<file path="config.mk">
export PLATFORM = sky130hd
export DESIGN_NAME = sdram_cmd_sched
export DESIGN_NICKNAME = d
export VERILOG_FILES = /design/src/rtl/sched_pkg.sv /design/src/rtl/sched_bank_state.sv /design/src/rtl/sched_refresh.sv /design/src/rtl/sched_req_slot.sv /design/src/rtl/sdram_cmd_sched.sv
export SDC_FILE = /design/constraint.sdc
export NUM_CORES = 1
export LEC_CHECK = 0
export BUFFER_PORTS_ARGS = -buffer_cell sky130_fd_sc_hd__buf_4
export CORE_UTILIZATION = 55
export CTS_CLUSTER_DIAMETER = 60
export DETAILED_ROUTE_END_ITERATION = 8
export GPL_ROUTABILITY_DRIVEN = 0
export PLACE_DENSITY = 0.83
export SYNTH_ARGS = -nofsm -noshare
export SYNTH_HDL_FRONTEND = slang
export SYNTH_SLANG_ARGS = --single-unit
</file>
<file path="constraint.sdc">
create_clock -name clk -period 4.3 [get_ports clk]
set_input_delay 0.43 -clock clk [delete_from_list [all_inputs] [get_ports clk]]
set_output_delay 0.43 -clock clk [all_outputs]
set_load 0.01 [all_outputs]
</file>
<file path="src/rtl/sched_pkg.sv">
`timescale 1ns/1ps
package sched_pkg;

  typedef enum logic [2:0] {
    CMD_NOP = 3'd0,
    CMD_ACT = 3'd1,
    CMD_RD  = 3'd2,
    CMD_WR  = 3'd3,
    CMD_PRE = 3'd4,
    CMD_REF = 3'd5
  } cmd_e;

  function automatic int max_of3(input int a, input int b, input int c);
    int m;
    m = (a > b) ? a : b;
    return (m > c) ? m : c;
  endfunction

endpackage

</file>
<file path="src/rtl/sched_bank_state.sv">
`timescale 1ns/1ps
module sched_bank_state #(
  parameter int ROW_W = 13,
  parameter int CNT_W = 4,
  parameter int T_RCD = 3,
  parameter int T_RP  = 3,
  parameter int T_RC  = 11
) (
  input  logic             clk,
  input  logic             rst_n,
  input  logic             act_i,
  input  logic             col_i,
  input  logic             ap_i,
  input  logic             pre_i,
  input  logic [ROW_W-1:0] row_i,
  output logic             open_o,
  output logic [ROW_W-1:0] row_o,
  output logic             rcd_done_o,
  output logic             act_ok_o,
  output logic             idle_o
);

  logic             open_q, open_d;
  logic [ROW_W-1:0] row_q;
  logic [CNT_W-1:0] rcd_q, rcd_d;
  logic [CNT_W-1:0] rp_q, rp_d;
  logic [CNT_W-1:0] rc_q, rc_d;
  logic             closing;

  assign closing = pre_i || (col_i && ap_i);

  always_comb begin
    open_d = open_q;
    if (act_i)        open_d = 1'b1;
    else if (closing) open_d = 1'b0;

    rcd_d = (rcd_q != '0) ? rcd_q - 1'b1 : rcd_q;
    if (act_i) rcd_d = CNT_W'(T_RCD - 1);

    rc_d = (rc_q != '0) ? rc_q - 1'b1 : rc_q;
    if (act_i) rc_d = CNT_W'(T_RC - 1);

    rp_d = (rp_q != '0) ? rp_q - 1'b1 : rp_q;
    if (closing) rp_d = CNT_W'(T_RP - 1);
  end

  always_ff @(posedge clk or negedge rst_n) begin
    if (!rst_n) begin
      open_q <= 1'b0;
      rcd_q  <= '0;
      rp_q   <= '0;
      rc_q   <= '0;
    end else begin
      open_q <= open_d;
      rcd_q  <= rcd_d;
      rp_q   <= rp_d;
      rc_q   <= rc_d;
    end
  end

  always_ff @(posedge clk) begin
    if (act_i) row_q <= row_i;
  end

  assign open_o     = open_q;
  assign row_o      = row_q;
  assign rcd_done_o = open_q && (rcd_q == '0);
  assign act_ok_o   = !open_q && (rp_q == '0) && (rc_q == '0);
  assign idle_o     = !open_q && (rp_q == '0);

  AST_COL_NEEDS_OPEN: assert property (@(posedge clk) disable iff (!rst_n)
    col_i |-> open_q);
  AST_ACT_NEEDS_CLOSED: assert property (@(posedge clk) disable iff (!rst_n)
    act_i |-> !open_q);
  AST_PRE_NEEDS_OPEN: assert property (@(posedge clk) disable iff (!rst_n)
    pre_i |-> open_q);
  AST_AP_CLOSES_BANK: assert property (@(posedge clk) disable iff (!rst_n)
    (col_i && ap_i) |=> !open_o);
  AST_ACT_SPACING: assert property (@(posedge clk) disable iff (!rst_n)
    (T_RC > 1 && act_i) |=> !act_i);

endmodule

</file>
<file path="src/rtl/sched_refresh.sv">
`timescale 1ns/1ps
module sched_refresh #(
  parameter int REF_INTERVAL = 1560,
  parameter int T_RFC        = 10
) (
  input  logic clk,
  input  logic rst_n,
  input  logic ref_issue_i,
  output logic pending_o,
  output logic rfc_done_o
);

  localparam int IW = (REF_INTERVAL > 2) ? $clog2(REF_INTERVAL) : 1;
  localparam int FW = $clog2(T_RFC + 1);

  logic [IW-1:0] ival_q, ival_d;
  logic [FW-1:0] rfc_q, rfc_d;
  logic          pend_q, pend_d;
  logic          due;

  assign due = (ival_q == IW'(REF_INTERVAL - 1));

  always_comb begin
    ival_d = due ? '0 : ival_q + 1'b1;
    pend_d = pend_q;
    if (ref_issue_i) pend_d = 1'b0;
    if (due)         pend_d = 1'b1;
    rfc_d = (rfc_q != '0) ? rfc_q - 1'b1 : rfc_q;
    if (ref_issue_i) rfc_d = FW'(T_RFC - 1);
  end

  always_ff @(posedge clk or negedge rst_n) begin
    if (!rst_n) begin
      ival_q <= '0;
      rfc_q  <= '0;
      pend_q <= 1'b0;
    end else begin
      ival_q <= ival_d;
      rfc_q  <= rfc_d;
      pend_q <= pend_d;
    end
  end

  assign pending_o  = pend_q;
  assign rfc_done_o = (rfc_q == '0);

  AST_PEND_HOLDS: assert property (@(posedge clk) disable iff (!rst_n)
    (pend_q && !ref_issue_i) |=> pending_o);
  AST_REF_ONLY_PENDING: assert property (@(posedge clk) disable iff (!rst_n)
    ref_issue_i |-> pend_q);

endmodule

</file>
<file path="src/rtl/sched_req_slot.sv">
`timescale 1ns/1ps
module sched_req_slot #(
  parameter int BANK_W = 2,
  parameter int ROW_W  = 13,
  parameter int COL_W  = 10
) (
  input  logic              clk,
  input  logic              rst_n,
  input  logic              load_i,
  input  logic              release_i,
  input  logic              wr_i,
  input  logic              ap_i,
  input  logic [BANK_W-1:0] bank_i,
  input  logic [ROW_W-1:0]  row_i,
  input  logic [COL_W-1:0]  col_i,
  output logic              full_o,
  output logic              wr_o,
  output logic              ap_o,
  output logic [BANK_W-1:0] bank_o,
  output logic [ROW_W-1:0]  row_o,
  output logic [COL_W-1:0]  col_o
);

  logic full_q, full_d;

  always_comb begin
    full_d = full_q;
    if (release_i) full_d = 1'b0;
    if (load_i)    full_d = 1'b1;
  end

  always_ff @(posedge clk or negedge rst_n) begin
    if (!rst_n) full_q <= 1'b0;
    else        full_q <= full_d;
  end

  always_ff @(posedge clk) begin
    if (load_i) begin
      wr_o   <= wr_i;
      ap_o   <= ap_i;
      bank_o <= bank_i;
      row_o  <= row_i;
      col_o  <= col_i;
    end
  end

  assign full_o = full_q;

  AST_NO_LOAD_WHEN_BUSY: assert property (@(posedge clk) disable iff (!rst_n)
    load_i |-> (!full_q || release_i));
  AST_RELEASE_NEEDS_ENTRY: assert property (@(posedge clk) disable iff (!rst_n)
    release_i |-> full_q);

endmodule

</file>
<file path="src/rtl/sdram_cmd_sched.sv">
`timescale 1ns/1ps
module sdram_cmd_sched
  import sched_pkg::*;
#(
  parameter int NUM_BANKS    = 4,
  parameter int ROW_W        = 13,
  parameter int COL_W        = 10,
  parameter int T_RCD        = 3,
  parameter int T_RP         = 3,
  parameter int T_RC         = 11,
  parameter int T_RFC        = 10,
  parameter int REF_INTERVAL = 1560
) (
  input  logic                         clk,
  input  logic                         rst_n,
  input  logic                         req_valid,
  output logic                         req_ready,
  input  logic                         req_write,
  input  logic                         req_autopre,
  input  logic [$clog2(NUM_BANKS)-1:0] req_bank,
  input  logic [ROW_W-1:0]             req_row,
  input  logic [COL_W-1:0]             req_col,
  output logic                         cmd_valid,
  output logic [2:0]                   cmd_kind,
  output logic [$clog2(NUM_BANKS)-1:0] cmd_bank,
  output logic [ROW_W-1:0]             cmd_addr,
  output logic                         cmd_autopre
);

  localparam int BANK_W = $clog2(NUM_BANKS);
  localparam int T_MAX  = max_of3(T_RCD, T_RP, T_RC);
  localparam int CNT_W  = $clog2(T_MAX + 1);

  logic [NUM_BANKS-1:0] bank_open, bank_rcd_done, bank_act_ok, bank_idle;
  logic [NUM_BANKS-1:0] act_v, col_v, pre_v;
  logic [ROW_W-1:0]     bank_row [NUM_BANKS];

  logic              buf_full, buf_wr, buf_ap;
  logic [BANK_W-1:0] buf_bank;
  logic [ROW_W-1:0]  buf_row;
  logic [COL_W-1:0]  buf_col;

  logic ref_pending, rfc_done, all_idle;
  logic pre_hit;
  logic [BANK_W-1:0] pre_sel;

  cmd_e              sel_kind;
  logic [BANK_W-1:0] sel_bank;
  logic [ROW_W-1:0]  sel_addr;
  logic              sel_ap;
  logic              col_fire, accept;

  genvar gb;
  generate
    for (gb = 0; gb < NUM_BANKS; gb++) begin : g_bank
      assign act_v[gb] = (sel_kind == CMD_ACT) && (sel_bank == BANK_W'(gb));
      assign pre_v[gb] = (sel_kind == CMD_PRE) && (sel_bank == BANK_W'(gb));
      assign col_v[gb] = col_fire && (sel_bank == BANK_W'(gb));

      sched_bank_state #(
        .ROW_W (ROW_W),
        .CNT_W (CNT_W),
        .T_RCD (T_RCD),
        .T_RP  (T_RP),
        .T_RC  (T_RC)
      ) u_bank (
        .clk        (clk),
        .rst_n      (rst_n),
        .act_i      (act_v[gb]),
        .col_i      (col_v[gb]),
        .ap_i       (sel_ap),
        .pre_i      (pre_v[gb]),
        .row_i      (sel_addr),
        .open_o     (bank_open[gb]),
        .row_o      (bank_row[gb]),
        .rcd_done_o (bank_rcd_done[gb]),
        .act_ok_o   (bank_act_ok[gb]),
        .idle_o     (bank_idle[gb])
      );
    end
  endgenerate

  sched_refresh #(
    .REF_INTERVAL (REF_INTERVAL),
    .T_RFC        (T_RFC)
  ) u_refresh (
    .clk         (clk),
    .rst_n       (rst_n),
    .ref_issue_i (sel_kind == CMD_REF),
    .pending_o   (ref_pending),
    .rfc_done_o  (rfc_done)
  );

  assign col_fire  = (sel_kind == CMD_RD) || (sel_kind == CMD_WR);
  assign req_ready = !buf_full || col_fire;
  assign accept    = req_valid && req_ready;

  sched_req_slot #(
    .BANK_W (BANK_W),
    .ROW_W  (ROW_W),
    .COL_W  (COL_W)
  ) u_slot (
    .clk       (clk),
    .rst_n     (rst_n),
    .load_i    (accept),
    .release_i (col_fire),
    .wr_i      (req_write),
    .ap_i      (req_autopre),
    .bank_i    (req_bank),
    .row_i     (req_row),
    .col_i     (req_col),
    .full_o    (buf_full),
    .wr_o      (buf_wr),
    .ap_o      (buf_ap),
    .bank_o    (buf_bank),
    .row_o     (buf_row),
    .col_o     (buf_col)
  );

  assign all_idle = &bank_idle;

  // Lowest-index open bank whose activate-to-column time has passed.
  always_comb begin
    pre_hit = 1'b0;
    pre_sel = '0;
    for (int b = NUM_BANKS - 1; b >= 0; b--) begin
      if (bank_open[b] && bank_rcd_done[b]) begin
        pre_hit = 1'b1;
        pre_sel = BANK_W'(b);
      end
    end
  end

  // Command selection: refresh work first, then the buffered request.
  always_comb begin
    sel_kind = CMD_NOP;
    sel_bank = '0;
    sel_addr = '0;
    sel_ap   = 1'b0;
    if (ref_pending) begin
      if (all_idle && rfc_done) begin
        sel_kind = CMD_REF;
      end else if (pre_hit) begin
        sel_kind = CMD_PRE;
        sel_bank = pre_sel;
      end
    end else if (buf_full) begin
      sel_bank = buf_bank;
      if (bank_open[buf_bank]) begin
        if (bank_rcd_done[buf_bank]) begin
          if (bank_row[buf_bank] == buf_row) begin
            sel_kind = buf_wr ? CMD_WR : CMD_RD;
            sel_addr = ROW_W'(buf_col);
            sel_ap   = buf_ap;
          end else begin
            sel_kind = CMD_PRE;
          end
        end
      end else if (bank_act_ok[buf_bank] && rfc_done) begin
        sel_kind = CMD_ACT;
        sel_addr = buf_row;
      end
    end
  end

  assign cmd_valid   = (sel_kind != CMD_NOP);
  assign cmd_kind    = sel_kind;
  assign cmd_bank    = sel_bank;
  assign cmd_addr    = sel_addr;
  assign cmd_autopre = sel_ap;

  AST_NO_COL_AFTER_ACT: assert property (@(posedge clk) disable iff (!rst_n)
    (T_RCD > 1 && sel_kind == CMD_ACT) |=>
      !(col_fire && sel_bank == $past(sel_bank)));
  AST_NO_ACT_AFTER_REF: assert property (@(posedge clk) disable iff (!rst_n)
    (T_RFC > 1 && sel_kind == CMD_REF) |=> (sel_kind != CMD_ACT));
  AST_ONE_BANK_CMD: assert property (@(posedge clk) disable iff (!rst_n)
    $onehot0(act_v | col_v | pre_v));

endmodule

</file>
# ---- Word-level counts from Yosys, hierarchy flattened
# Index checks and enable logic that the tools add are counted.
dict set report totals {
  reg_bits 148
  inputBits 30
}
dict set report op_classes {
  order_cmp 2
  n_reduce_logical 94
  n_addsub 14
  mux 80
  bitwise_logic 1
  n_eq_ne 10
}
# cell n
set op_table {}
lappend op_table {{$mux W4} 26}
lappend op_table {{$mux W13} 6}
lappend op_table {{$logic_not A4 Y1} 13}
lappend op_table {{$reduce_bool A4 Y1} 13}
lappend op_table {{$sub A4 B1 Y4 const B} 13}
lappend op_table {{$reduce_bool A2 Y1} 19}
lappend op_table {{$logic_and A1 B1 Y1} 35}
lappend op_table {{$bmux W13 S2} 1}
lappend op_table {{$mux W1} 26}
lappend op_table {{$mux W3} 7}
lappend op_table {{$mux W10} 2}
lappend op_table {{$mux W2} 8}
lappend op_table {{$eq A13 B13 Y1} 1}
lappend op_table {{$add A11 B1 Y11 const B} 1}
lappend op_table {{$eq A11 B11 Y1 const B} 1}
lappend op_table {{$mux W11} 1}
lappend op_table {{$bmux W1 S2} 3}
lappend op_table {{$eq A3 B2 Y1 const B} 2}
lappend op_table {{$eq A3 B3 Y1 const B} 2}
lappend op_table {{$logic_or A1 B1 Y1} 6}
lappend op_table {{$logic_not A1 Y1} 5}
lappend op_table {{$eq A2 B2 Y1 const B} 2}
lappend op_table {{$reduce_and A4 Y1} 1}
lappend op_table {{$eq A3 B1 Y1 const B} 1}
lappend op_table {{other kinds (6)} 6}

# ---- Logic depth before layout (Yosys ltp)
# Gate-level depths: netlist of run 1.
dict set report depth {
  ltp_word 17
  ltp_mapped 11
}

# ---- By module
# From an unflattened synthesis of run 1, not the netlist that was laid out.
dict set report unflattened {
  hier_cells 507
  hier_area_um2 6900.4
}
# mod n_inst seq_area_each_um2 cells_each area_each_um2
set modules_own_cells {}
lappend modules_own_cells {sched_bank_state 4 715.7 77 1074.8}
lappend modules_own_cells {sdram_cmd_sched 1 0.0 103 998.5}
lappend modules_own_cells {sched_req_slot 1 835.8 30 847.1}
lappend modules_own_cells {sched_refresh 1 400.4 66 755.7}

# ---- Least setup slack after synthesis of run 1
# OpenSTA, ideal clock, no wires.
dict set report synth_path {
  path_kind {register to register}
  from {reg u_slot.bank_o[0]}
  to {reg u_slot.ap_o (enable)}
  path_stages_with_launch 8
  t_arrival_ns 3.083
  path_buffers 2
  required_ns 3.886
  path_slack_ns 0.804
  setup_ns 0.414
  path_cell_list {edfxtp_1 buf_4 buf_6 mux4_2 xor2_1 nor4_4 a31oi_1 nor2b_1}
}
dict set report synth_via {
  elab_chain_cells 14
  elab_cells_between_ends 23
}
# item line
set synth_rtl {}
lappend synth_rtl {{start, declared} sched_req_slot.sv:19} ;# output logic [BANK_W-1:0] bank_o,
lappend synth_rtl {{start signal, assigned} sched_req_slot.sv:41} ;# bank_o <= bank_i;
lappend synth_rtl {{$not A2 Y3 (not written as such)} sdram_cmd_sched.sv:151} ;# if (bank_row[buf_bank] == buf_row) begin
lappend synth_rtl {{$bmux W13 S2} sdram_cmd_sched.sv:151}
lappend synth_rtl {{$mux W13 (not written as such) (2 in a row)} sdram_cmd_sched.sv:151}
lappend synth_rtl {{$eq A13 B13 Y1} sdram_cmd_sched.sv:151}
lappend synth_rtl {{$mux W3} sdram_cmd_sched.sv:151}
lappend synth_rtl {{$mux W3} sdram_cmd_sched.sv:150} ;# if (bank_rcd_done[buf_bank]) begin
lappend synth_rtl {{$mux W3 (*)} sdram_cmd_sched.sv:149} ;# if (bank_open[buf_bank]) begin
lappend synth_rtl {{$mux W3 (*)} sdram_cmd_sched.sv:147} ;# end else if (buf_full) begin
lappend synth_rtl {{$mux W3 (*)} sdram_cmd_sched.sv:140} ;# if (ref_pending) begin
lappend synth_rtl {{$eq A3 B2 Y1} sdram_cmd_sched.sv:94} ;# assign col_fire = (sel_kind == CMD_RD) || (sel_kind == CMD_WR);
lappend synth_rtl {{$logic_or A1 B1 Y1 (*)} sdram_cmd_sched.sv:94}
lappend synth_rtl {{$logic_or A1 B1 Y1 (*)} sdram_cmd_sched.sv:95} ;# assign req_ready = !buf_full || col_fire;
lappend synth_rtl {{$logic_and A1 B1 Y1 (*)} sdram_cmd_sched.sv:96} ;# assign accept = req_valid && req_ready;
lappend synth_rtl {{via accept} sdram_cmd_sched.sv:51} ;# logic col_fire, accept;
lappend synth_rtl {{end signal, assigned} sched_req_slot.sv:40} ;# ap_o <= ap_i;
lappend synth_rtl {{end, declared} sched_req_slot.sv:18} ;# output logic ap_o,
# The timed path passes the listed nets; every way through them passes the cells marked *. The select of a mux whose other input is x is not followed.
# A chain may end at the register's enable or synchronous reset.

# ---- Worst setup path after layout of run 1
dict set report layout_path {
  from {reg u_slot.bank_o[1]}
  to {out cmd_addr[2]}
}
dict set report layout_via {
  elab_chain_cells 10
  elab_cells_between_ends 18
}
# item line
set layout_rtl {}
lappend layout_rtl {{$not A2 Y3 (not written as such)} sdram_cmd_sched.sv:151}
lappend layout_rtl {{$bmux W13 S2} sdram_cmd_sched.sv:151}
lappend layout_rtl {{$mux W13 (not written as such) (2 in a row)} sdram_cmd_sched.sv:151}
lappend layout_rtl {{$eq A13 B13 Y1} sdram_cmd_sched.sv:151}
lappend layout_rtl {{$mux W10} sdram_cmd_sched.sv:151}
lappend layout_rtl {{$mux W10} sdram_cmd_sched.sv:150}
lappend layout_rtl {{$mux W13 (*)} sdram_cmd_sched.sv:149}
lappend layout_rtl {{$mux W13 (*)} sdram_cmd_sched.sv:147}
lappend layout_rtl {{$mux W13 (*)} sdram_cmd_sched.sv:140}
lappend layout_rtl {{end, declared} sdram_cmd_sched.sv:26} ;# output logic [ROW_W-1:0] cmd_addr,
# Every way passes the cells marked *; elsewhere a longest branch is shown, timed or not. The select of a mux whose other input is x is not followed.

==> impl_metrics.env, run 1 <==
export IMPL_place_inst=748
export IMPL_yosysSeqAreaShare_pct=59.6
export IMPL_tightest_slew_ns=1.12
export IMPL_yosysMostFrequentCell="edfxtp_1"
export IMPL_initial_utilization_pct=56.8
export IMPL_clk_latency_ns=0.43
export IMPL_cts_sinks=148
export IMPL_synth_seq_cells=148
export IMPL_period_minus_slack_ns=3.89
export IMPL_synth_edf_count=79
export IMPL_grt_pass1_vias=4762
export IMPL_path_clk_slew_ns=0.06
export IMPL_placementRows=40
export IMPL_area_delta_synth_final_pct=16.9
export IMPL_grt_max_degree=70
export IMPL_final_cells=784
export IMPL_via_per_inst=5.92
export IMPL_met3_wirelength_um=903
export IMPL_startpoint_type="register"
export IMPL_cp_max_fo=13
export IMPL_dpl_worst_slack_ns=0.560
export IMPL_yosysTopAreaCellShare_pct=34.5
export IMPL_post_dp_hpwl_um=9640
export IMPL_layout_drive_gt1_share_pct=20.6
export IMPL_crit_required_ns=3.87
export IMPL_endpoint_kind="output port"
export IMPL_die_area_um2=13000
export IMPL_status="finished, final reports clean"
export IMPL_postLayoutCoreUtil_pct=66.4
export IMPL_ant_nets=0
export IMPL_num_vias=4642
export IMPL_ys_flop_type="edfxtp_1"
export IMPL_die_height_um=114
export IMPL_fmax_mhz=257
export IMPL_tns_ns=0
export IMPL_min_path_type="input pin to asynchronous set/reset pin"
export IMPL_diodes=0
export IMPL_h_tree_depth=4
export IMPL_setup_viol=0
export IMPL_yosysWarnings=0
export IMPL_critical_path_class="register to output port"
export IMPL_antenna_found_initial=0
export IMPL_postSynthCellCount=538
export IMPL_fin_worst_skew_ns=0.00861
export IMPL_p_per_area_nw_per_um2=557
export IMPL_drt_iter0_drc=404
export IMPL_synth_async_reset_ratio_pct=46.6
export IMPL_max_slew_margin_pct=24.4
export IMPL_wl_met2_um=7600
export IMPL_cap_violations=0
export IMPL_synthesis_area_um2=6880
export IMPL_clockRootBuffer="clkbuf_16"
export IMPL_overflow=0
export IMPL_final_nets=652
export IMPL_coreArea_um2=12100
export IMPL_remaining_drc_errors=0
export IMPL_maxSlewViolCount=0
export IMPL_drt_total_wl_um=14700
export IMPL_synth_area_top_cells="edfxtp_1 (34%), dfrtp_1 (25%), mux4_2 (4.3%)"
export IMPL_vdd_drop_max_v=0.000370
export IMPL_avgSynthCellArea_um2=12.8
export IMPL_cp_arrival_ns=3.46
export IMPL_grt_pass1_wl_um=23700
export IMPL_cts_resized=0
export IMPL_n_fill_cell=844
export IMPL_ctsLongestPathBuffers=2
export IMPL_numPortBuffers=50
export IMPL_rsz0062_at_grt="no"
export IMPL_p_leak_nw=3.28
export IMPL_dr_max_layer_used="met4"
export IMPL_ios=51
export IMPL_hold_violations=0
export IMPL_numCtsBuffers=17
export IMPL_wl_per_cell_um=18.8
export IMPL_track_usage_pct=24.7
export IMPL_syn_nets=587
export IMPL_synth_commonest_cells="edfxtp_1 (79), dfrtp_1 (69), inv_1 (36), nor2_1 (36), nand2_1 (34)"
export IMPL_synth_area_leader_cell="edfxtp_1"
export IMPL_die_w_um=114
export IMPL_fin_ws_ns=0.411
export IMPL_total_power_mw=4.48
export IMPL_first_pass_iters=4
export IMPL_drt_met1_wl_um=5890
export IMPL_cts_tree="yes"
export IMPL_synth_distinct_cells=62
export IMPL_finalCritPeriodShare_pct=90.4
per-layer routing:
layer,GRT usage [%],up-vias
met5,0,-
met4,12.2,0
met3,6.43,22
met2,41.6,183
met1,29.6,2314
li1,-,2123
cells in the final DEF, fill, tap and decap left out, types with 6 or more instances in the layout:
master,synthesis,layout
mux2i_1,9,9
or3_1,13,13
a31oi_1,12,12
xnor2_1,27,27
clkbuf_16,0,17
nor2_1,36,36
ha_1,19,19
mux4_2,13,13
nand3_1,11,11
nor3b_1,8,8
nor3_1,16,16
a21oi_1,17,17
o211ai_1,7,7
inv_1,36,36
buf_4,2,55
nand2_1,34,34
nand2b_1,6,6
edfxtp_1,79,79
a32o_1,10,10
xor2_1,12,12
dfrtp_1,69,69
o21ai_0,11,11
final cells by class:
type	instances	area, µm²	area share (%)
flip-flops and latches	148	4100	51.0
multi-input cells	339	2560	31.8
repair buffers	57	453	5.63
clock buffers	17	425	5.29
well taps	168	210	2.61
inverters	40	154	1.91
clock inverters	15	141	1.76
path summary, 6_finish.rpt:
path                       cells after the start                                  from                                    to  slack [ns]
max                                            7            u_slot.bank_o[1]$_DFFE_PP_                           cmd_addr[2]        0.41
min                                            1                                 rst_n         u_refresh.ival_q[5]$_DFF_PN0_        0.13
max reg2reg                                    8  g_bank[2].u_bank.rc_q[0]$_DFFE_PN0P_   g_bank[0].u_bank.row_o[8]$_DFFE_PP_        0.93
min reg2reg                                    1  g_bank[2].u_bank.rc_q[2]$_DFFE_PN0P_  g_bank[2].u_bank.rc_q[2]$_DFFE_PN0P_        0.49
max in group asynchronous                      1                                 rst_n  g_bank[3].u_bank.rc_q[3]$_DFFE_PN0P_        3.61
min in group clk                               1                            req_col[3]             u_slot.col_o[3]$_DFFE_PP_        0.17
cell families after synthesis:
kind of cell | Yosys count | synth area share [%]
flip-flops | 148 | 59.6
XOR/XNOR | 39 | 4.97
buffers and inverters | 51 | 3.26
adder cells (fa/ha/maj) | 19 | 3.46
AND/OR/NAND/NOR | 175 | 14.4
multiplexers | 24 | 5.90
AO/OA/AOI/OAI | 82 | 8.39
timing repair:
item | in CTS | in global routing
hold buffers | 0 | 0
endpoints found under the hold margin | 0 | 0
setup buffers | 0 | 4
endpoints found under the setup margin | 0 | 13
sequential cells by signal (all words and copies together) (netlist names):
name	count
g_bank.u_bank.open_o	4
g_bank.u_bank.rc_q	16
g_bank.u_bank.rcd_q	16
g_bank.u_bank.row_o	52
g_bank.u_bank.rp_q	16
u_refresh.ival_q	11
u_refresh.pending_o	1
u_refresh.rfc_q	4
u_slot.ap_o	1
u_slot.bank_o	2
u_slot.col_o	10
u_slot.full_o	1
u_slot.row_o	13
u_slot.wr_o	1
power by group:
| group | internal [mW] | switching, mW | leakage (nW) |
|---|---|---|---|
| sequential | 1.73 | 0.191 | 1.55 |
| combinational | 0.546 | 0.604 | 1.46 |
| clock | 0.764 | 0.644 | 0.271 |
| total | 3.04 | 1.44 | 3.28 |
stage by stage:
step / hold WS [ns] / cell area [µm²]
2_1_floorplan: 0.134 / 6880
3_3_place_gp: 0.469 / 7430
3_5_place_dp: 0.480 / 7430
4_1_cts: 0.142 / 8000
5_1_grt: 0.151 / 8040
6_report: 0.130 / 8040
critical path: stages (launching register included):
cell	delay, ns
edfxtp_1	0.75
buf_4	0.32
mux4_2	0.33
xor2_1	0.19
nor4_4	0.33
and2_1	0.60
a32o_1	0.36
buf_4	0.16
(Power assumes the default switching activity.)
==> run 2, diff against run 1 <==
--- a/config.mk
+++ b/config.mk
@@ -7,6 +7,7 @@
 export LEC_CHECK = 0
 export BUFFER_PORTS_ARGS = -buffer_cell sky130_fd_sc_hd__buf_4
 export CORE_UTILIZATION = 55
+export CTS_BUF_LIST = sky130_fd_sc_hd__clkbuf_2 sky130_fd_sc_hd__clkbuf_4 sky130_fd_sc_hd__clkbuf_8
 export CTS_CLUSTER_DIAMETER = 60
 export DETAILED_ROUTE_END_ITERATION = 8
 export GPL_ROUTABILITY_DRIVEN = 0
==> run 2 against run 1 <==
  * Register-to-register slack about the same
  * Flip-flop and latch count unchanged
  * Clock power down 28%
  * Largest power group unchanged
  * Global-route usage down 1.0 points
  * Critical path type unchanged
  * Hold slack worse by 0.059 ns
==> impl_metrics.env, run 2 (synthesis gave the netlist of run 1 again) <==
export IMPL_die_area_um2=13000
export IMPL_first_pass_iters=5
export IMPL_overflow=0
export IMPL_clk_latency_ns=0.47
export IMPL_antenna_found_initial=0
export IMPL_p_sw_mw=1.38
export IMPL_worstReg2RegStart="g_bank[2].u_bank.rc_q[0]$_DFFE_PN0P_"
export IMPL_ios=51
export IMPL_coreArea_um2=12100
export IMPL_initial_utilization_pct=56.8
export IMPL_finalCritPeriodShare_pct=91.7
export IMPL_max_slew_margin_pct=21.4
export IMPL_grt_max_degree=70
export IMPL_setup_viol=0
export IMPL_largest_reg_flops=52
export IMPL_cts_resized=0
export IMPL_wl_per_cell_um=18.3
export IMPL_postLayoutCoreUtil_pct=64.7
export IMPL_post_dp_hpwl_um=9640
export IMPL_clockRootBuffer="clkbuf_8"
export IMPL_swShare_pct=33.8
export IMPL_drt_total_wl_um=14300
export IMPL_cap_violations=0
export IMPL_grt_pass1_vias=4646
export IMPL_rrSetupSlack_ns=0.93
export IMPL_endpoint_kind="output port"
export IMPL_intPower_mw=2.70
export IMPL_num_vias=4586
export IMPL_p_per_area_nw_per_um2=520
export IMPL_largest_register="g_bank.u_bank.row_o"
export IMPL_h_tree_depth=4
export IMPL_critical_path_class="register to output port"
export IMPL_p_seq_share_pct=47.0
export IMPL_pwr_share_comb_pct=28.1
export IMPL_area_delta_synth_final_pct=14.0
export IMPL_vdd_drop_max_v=0.000278
export IMPL_p_leak_nw=3.19
export IMPL_rsz0062_at_grt="no"
export IMPL_reg2reg_to="g_bank[0].u_bank.row_o[1]$_DFFE_PP_"
export IMPL_clkPwrFrac_pct=24.9
export IMPL_numPortBuffers=50
export IMPL_placementRows=40
export IMPL_cts_tree="yes"
export IMPL_maxSlewViolCount=0
export IMPL_cp_max_fo=13
export IMPL_tns_ns=0
export IMPL_path_clk_slew_ns=0.08
export IMPL_final_nets=651
export IMPL_endpoint="cmd_addr[0]"
export IMPL_track_usage_pct=23.7
export IMPL_total_power_mw=4.08
export IMPL_fin_worst_skew_ns=0.0149
export IMPL_tightest_slew_ns=1.17
export IMPL_crit_required_ns=3.87
export IMPL_final_common_cell="edfxtp_1"
export IMPL_r2r_cells=8
export IMPL_hold_violations=0
export IMPL_final_cell_mix="edfxtp_1 (79), dfrtp_1 (69), buf_4 (54), inv_1 (36), nor2_1 (36)"
export IMPL_die_height_um=114
export IMPL_cts_sinks=148
export IMPL_ctsLongestPathBuffers=2
export IMPL_holdWs_ns=0.0708
export IMPL_startpoint_type="register"
export IMPL_grt_pass1_wl_um=23000
export IMPL_cp_arrival_ns=3.51
export IMPL_layout_drive_gt1_share_pct=20.5
export IMPL_numCtsBuffers=17
export IMPL_min_path_type="input pin to asynchronous set/reset pin"
export IMPL_cp_startpoint="u_slot.bank_o[1]$_DFFE_PP_"
export IMPL_fmax_mhz=254
export IMPL_ant_nets=0
export IMPL_holdBufCountCts=0
export IMPL_status="finished, final reports clean"
export IMPL_n_fill_cell=881
export IMPL_via_per_inst=5.86
export IMPL_diodes=0
export IMPL_remaining_drc_errors=0
export IMPL_period_minus_slack_ns=3.94
export IMPL_die_w_um=114
export IMPL_drt_iter0_drc=345
## run 2: worst max-delay path: stages (launching register included)
cell and delay (ns):
edfxtp_1 0.74, buf_4 0.32, mux2i_1 0.28, xor2_1 0.18
nand3_1 0.10, a21oi_1 0.30, and2_1 0.61, a32o_1 0.37
buf_4 0.16
## run 2: repair_timing
item / 4_1_cts / 5_1_grt
setup buffers: 0 / 3
hold endpoints to repair: 0 / 0
endpoints found under the setup margin: 0 / 13
## run 2: metrics by stage
step / cell area (µm²) / setup WS [ns] / instances
floorplan: 6880 / 0.804 / 538
global placement: 7430 / 0.755 / 748
detailed placement: 7430 / 0.560 / 748
CTS: 7800 / 0.0469 / 780
global route: 7840 / 0.105 / 783
finish: 7840 / 0.356 / 783
## run 2: how the worst min path moves through the flow
| stage | endpoint | slack, ns |
|---|---|---|
| finish | u_refresh.ival_q[7]$_DFF_PN0_ | 0.07 |
| global placement | g_bank[2].u_bank.rc_q[2]$_DFFE_PN0P_ | 0.47 |
| floorplan | g_bank[0].u_bank.open_o$_DFFE_PN0P_ | 0.13 |
| detailed placement | g_bank[2].u_bank.rc_q[2]$_DFFE_PN0P_ | 0.48 |
| global route | u_slot.col_o[3]$_DFFE_PP_ | 0.10 |
| CTS | u_refresh.ival_q[2]$_DFF_PN0_ | 0.10 |
## run 2: layer usage
layer	vias to the layer above	routed length, µm	track usage [%]
met4	0	256	9.44
met1	2291	5890	29.6
met5	-	0	0
li1	2119	-	-
met3	25	843	5.69
met2	151	7320	40.0
## run 2: power groups by stage
stage	combinational, mW	clock (mW)	sequential, mW
finish	1.15	1.01	1.92
detailed placement	1.13	0	1.94
global placement	1.03	0	1.92
floorplan	0.896	0	1.89
global route	1.31	1.09	1.95
CTS	1.15	1.03	1.91
## run 2: area by class of cell
class                      instances  area [µm²]  share of cell area [%]
timing repair buffer              56         445                    5.68
tap                              168         210                    2.68
inverter                          40         154                    1.96
clock inverter                    15         141                    1.80
sequential                       148        4100                    52.3
multi-input combinational        339        2560                    32.6
clock buffer                      17         234                    2.98
==> run 3, diff against run 2 <==
--- a/config.mk
+++ b/config.mk
@@ -6,12 +6,12 @@
 export NUM_CORES = 1
 export LEC_CHECK = 0
 export BUFFER_PORTS_ARGS = -buffer_cell sky130_fd_sc_hd__buf_4
-export CORE_UTILIZATION = 55
+export CORE_UTILIZATION = 40
 export CTS_BUF_LIST = sky130_fd_sc_hd__clkbuf_2 sky130_fd_sc_hd__clkbuf_4 sky130_fd_sc_hd__clkbuf_8
 export CTS_CLUSTER_DIAMETER = 60
 export DETAILED_ROUTE_END_ITERATION = 8
 export GPL_ROUTABILITY_DRIVEN = 0
-export PLACE_DENSITY = 0.83
+export PLACE_DENSITY = 0.66
 export SYNTH_ARGS = -nofsm -noshare
 export SYNTH_HDL_FRONTEND = slang
 export SYNTH_SLANG_ARGS = --single-unit
==> run 3 against run 2 <==
  * Die area up 37%
  * Combinational power down 3%
  * Wire length is 1.2% lower
  * Register-to-register slack is essentially flat
  * Via count down 3.1%
  * Sequential share of layout area decreased by 0.49 points
  * Design area up 0.94%
  * Flip-flop and latch count stayed put
  * Core utilization shrank 17 points
  * Critical endpoint is now cmd_addr[5]
==> impl_metrics.env, run 3 (synthesis gave the netlist of run 1 again) <==
export IMPL_cts_tree="yes"
export IMPL_via_per_inst=5.33
export IMPL_initial_utilization_pct=41.2
export IMPL_period_minus_slack_ns=3.97
export IMPL_first_pass_iters=4
export IMPL_cp_max_fo=23
export IMPL_tightest_slew_ns=1.18
export IMPL_track_usage_pct=17.2
export IMPL_ctsLongestPathBuffers=2
export IMPL_path_clk_slew_ns=0.09
export IMPL_met3_usage_pct=3.96
export IMPL_fin_worst_skew_ns=0.0124
export IMPL_antenna_found_initial=0
export IMPL_placementRows=47
export IMPL_remaining_drc_errors=0
export IMPL_cap_violations=0
export IMPL_die_area_um2=17700
export IMPL_h_tree_depth=4
export IMPL_cts_sinks=148
export IMPL_coreArea_um2=16700
export IMPL_setup_viol=0
export IMPL_regArea_um2=4100
export IMPL_r2r_cells=8
export IMPL_met2_usage_pct=28.8
export IMPL_final_common_cell="edfxtp_1"
export IMPL_crit_required_ns=3.87
export IMPL_hold_violations=0
export IMPL_tns_ns=0
export IMPL_rrSetupSlack_ns=0.93
export IMPL_cp_arrival_ns=3.54
export IMPL_finalCritPeriodShare_pct=92.2
export IMPL_die_w_um=133
export IMPL_endpoint_kind="output port"
export IMPL_worstReg2RegStart="g_bank[2].u_bank.rc_q[0]$_DFFE_PN0P_"
export IMPL_status="finished, final reports clean"
export IMPL_use_met1_pct=21.7
export IMPL_overflow=0
export IMPL_drt_total_wl_um=14100
export IMPL_post_dp_hpwl_um=9880
export IMPL_total_power_mw=4.12
export IMPL_startpoint_type="register"
export IMPL_area_delta_synth_final_pct=15.1
export IMPL_critical_path_class="register to output port"
export IMPL_postLayoutCoreUtil_pct=47.4
export IMPL_p_per_area_nw_per_um2=520
export IMPL_reg2reg_to="g_bank[0].u_bank.row_o[12]$_DFFE_PP_"
export IMPL_grt_max_degree=70
export IMPL_rsz0062_at_grt="no"
export IMPL_wl_per_cell_um=17.0
export IMPL_numPortBuffers=50
export IMPL_clockRootBuffer="clkbuf_8"
export IMPL_p_leak_nw=3.20
export IMPL_holdWs_ns=0.0913
export IMPL_grt_pass1_vias=4605
export IMPL_numCtsBuffers=17
export IMPL_grt_busiest_layer="met2"
export IMPL_grt_pass1_wl_um=23400
export IMPL_clk_latency_ns=0.45
export IMPL_final_nets=650
export IMPL_max_slew_margin_pct=20.6
export IMPL_fin_ws_ns=0.335
export IMPL_n_fill_cell=1483
export IMPL_maxSlewViolCount=0
export IMPL_fmax_mhz=252
export IMPL_vdd_drop_max_v=0.000258
export IMPL_layout_drive_gt1_share_pct=20.4
export IMPL_multi_input_area_um2=2560
export IMPL_dpl_worst_slack_ns=0.738
export IMPL_die_height_um=133
export IMPL_largest_register="g_bank.u_bank.row_o"
export IMPL_min_path_type="input pin to asynchronous set/reset pin"
export IMPL_final_cell_mix="edfxtp_1 (79), dfrtp_1 (69), buf_4 (54), inv_1 (36), nor2_1 (36)"
export IMPL_drt_iter0_drc=240
export IMPL_num_vias=4444
export IMPL_ios=51
export IMPL_diodes=0
export IMPL_ant_nets=0
export IMPL_largest_reg_flops=52
run 3: cell types whose count changed in the layout (fill, tap and decap cells not counted), sizes merged:
cell      before  now
buf           56   55
bufinv         0    2
clkinv         7    8
clkinvlp       3    1
inv           45   44
run 3: power breakdown:
| group | switching, mW | internal [mW] |
|---|---|---|
| registers | 0.183 | 1.73 |
| logic | 0.568 | 0.540 |
| clock network | 0.566 | 0.532 |
| total | 1.32 | 2.80 |
run 3: worst max path at each step:
| stage | startpoint | end | slack (ns) | depth (start not counted) |
|---|---|---|---|---|
| after global placement | u_slot.bank_o[0]$_DFFE_PP_ | cmd_addr[2] | 0.91 | 8 |
| after floorplan | u_slot.bank_o[0]$_DFFE_PP_ | u_slot.ap_o$_DFFE_PP_ | 0.80 | 7 |
| final | u_slot.bank_o[1]$_DFFE_PP_ | cmd_addr[5] | 0.33 | 8 |
| after CTS | u_slot.bank_o[0]$_DFFE_PP_ | cmd_addr[7] | 0.23 | 8 |
| after global routing | u_slot.bank_o[1]$_DFFE_PP_ | cmd_addr[6] | 0.07 | 8 |
| after detailed placement | u_slot.bank_o[0]$_DFFE_PP_ | cmd_addr[7] | 0.74 | 8 |
run 3: routing by layer:
| layer | vias up | share of wire, % |
|---|---|---|
| met1 | 2222 | 45 |
| met4 | 0 | 1.7 |
| met5 | - | 0 |
| met2 | 91 | 49 |
| li1 | 2114 | - |
| met3 | 17 | 4.0 |
run 3: cell type report:
type / instances / share of cell area (%)
Tap cell: 220 / 3.48
Sequential cell: 148 / 51.8
Timing Repair Buffer: 55 / 5.38
Multi-Input combinational cell: 339 / 32.3
Inverter: 40 / 1.94
Clock inverter: 15 / 2.15
Clock buffer: 17 / 2.96
run 3: what timing repair did:
item | in CTS | in global routing
setup buffers | 0 | 1
endpoints found under the setup margin | 0 | 1
hold buffers | 0 | 0
resized for setup | 0 | 0
run 3: critical path, stage by stage, from the launching register on:
cell and delay (ns):
edfxtp_1 1.01, mux4_2 0.43, xnor2_1 0.17, nand4_1 0.17, nor4_4 0.26, and2_1 0.37, buf_4 0.24, a32o_1 0.27
buf_4 0.15
run 3: per-stage QoR:
step / instances / area, µm²
after floorplan: 538 / 6880
after global placement: 801 / 7490
after detailed placement: 801 / 7490
after CTS: 833 / 7890
after global routing: 834 / 7910
final: 834 / 7910
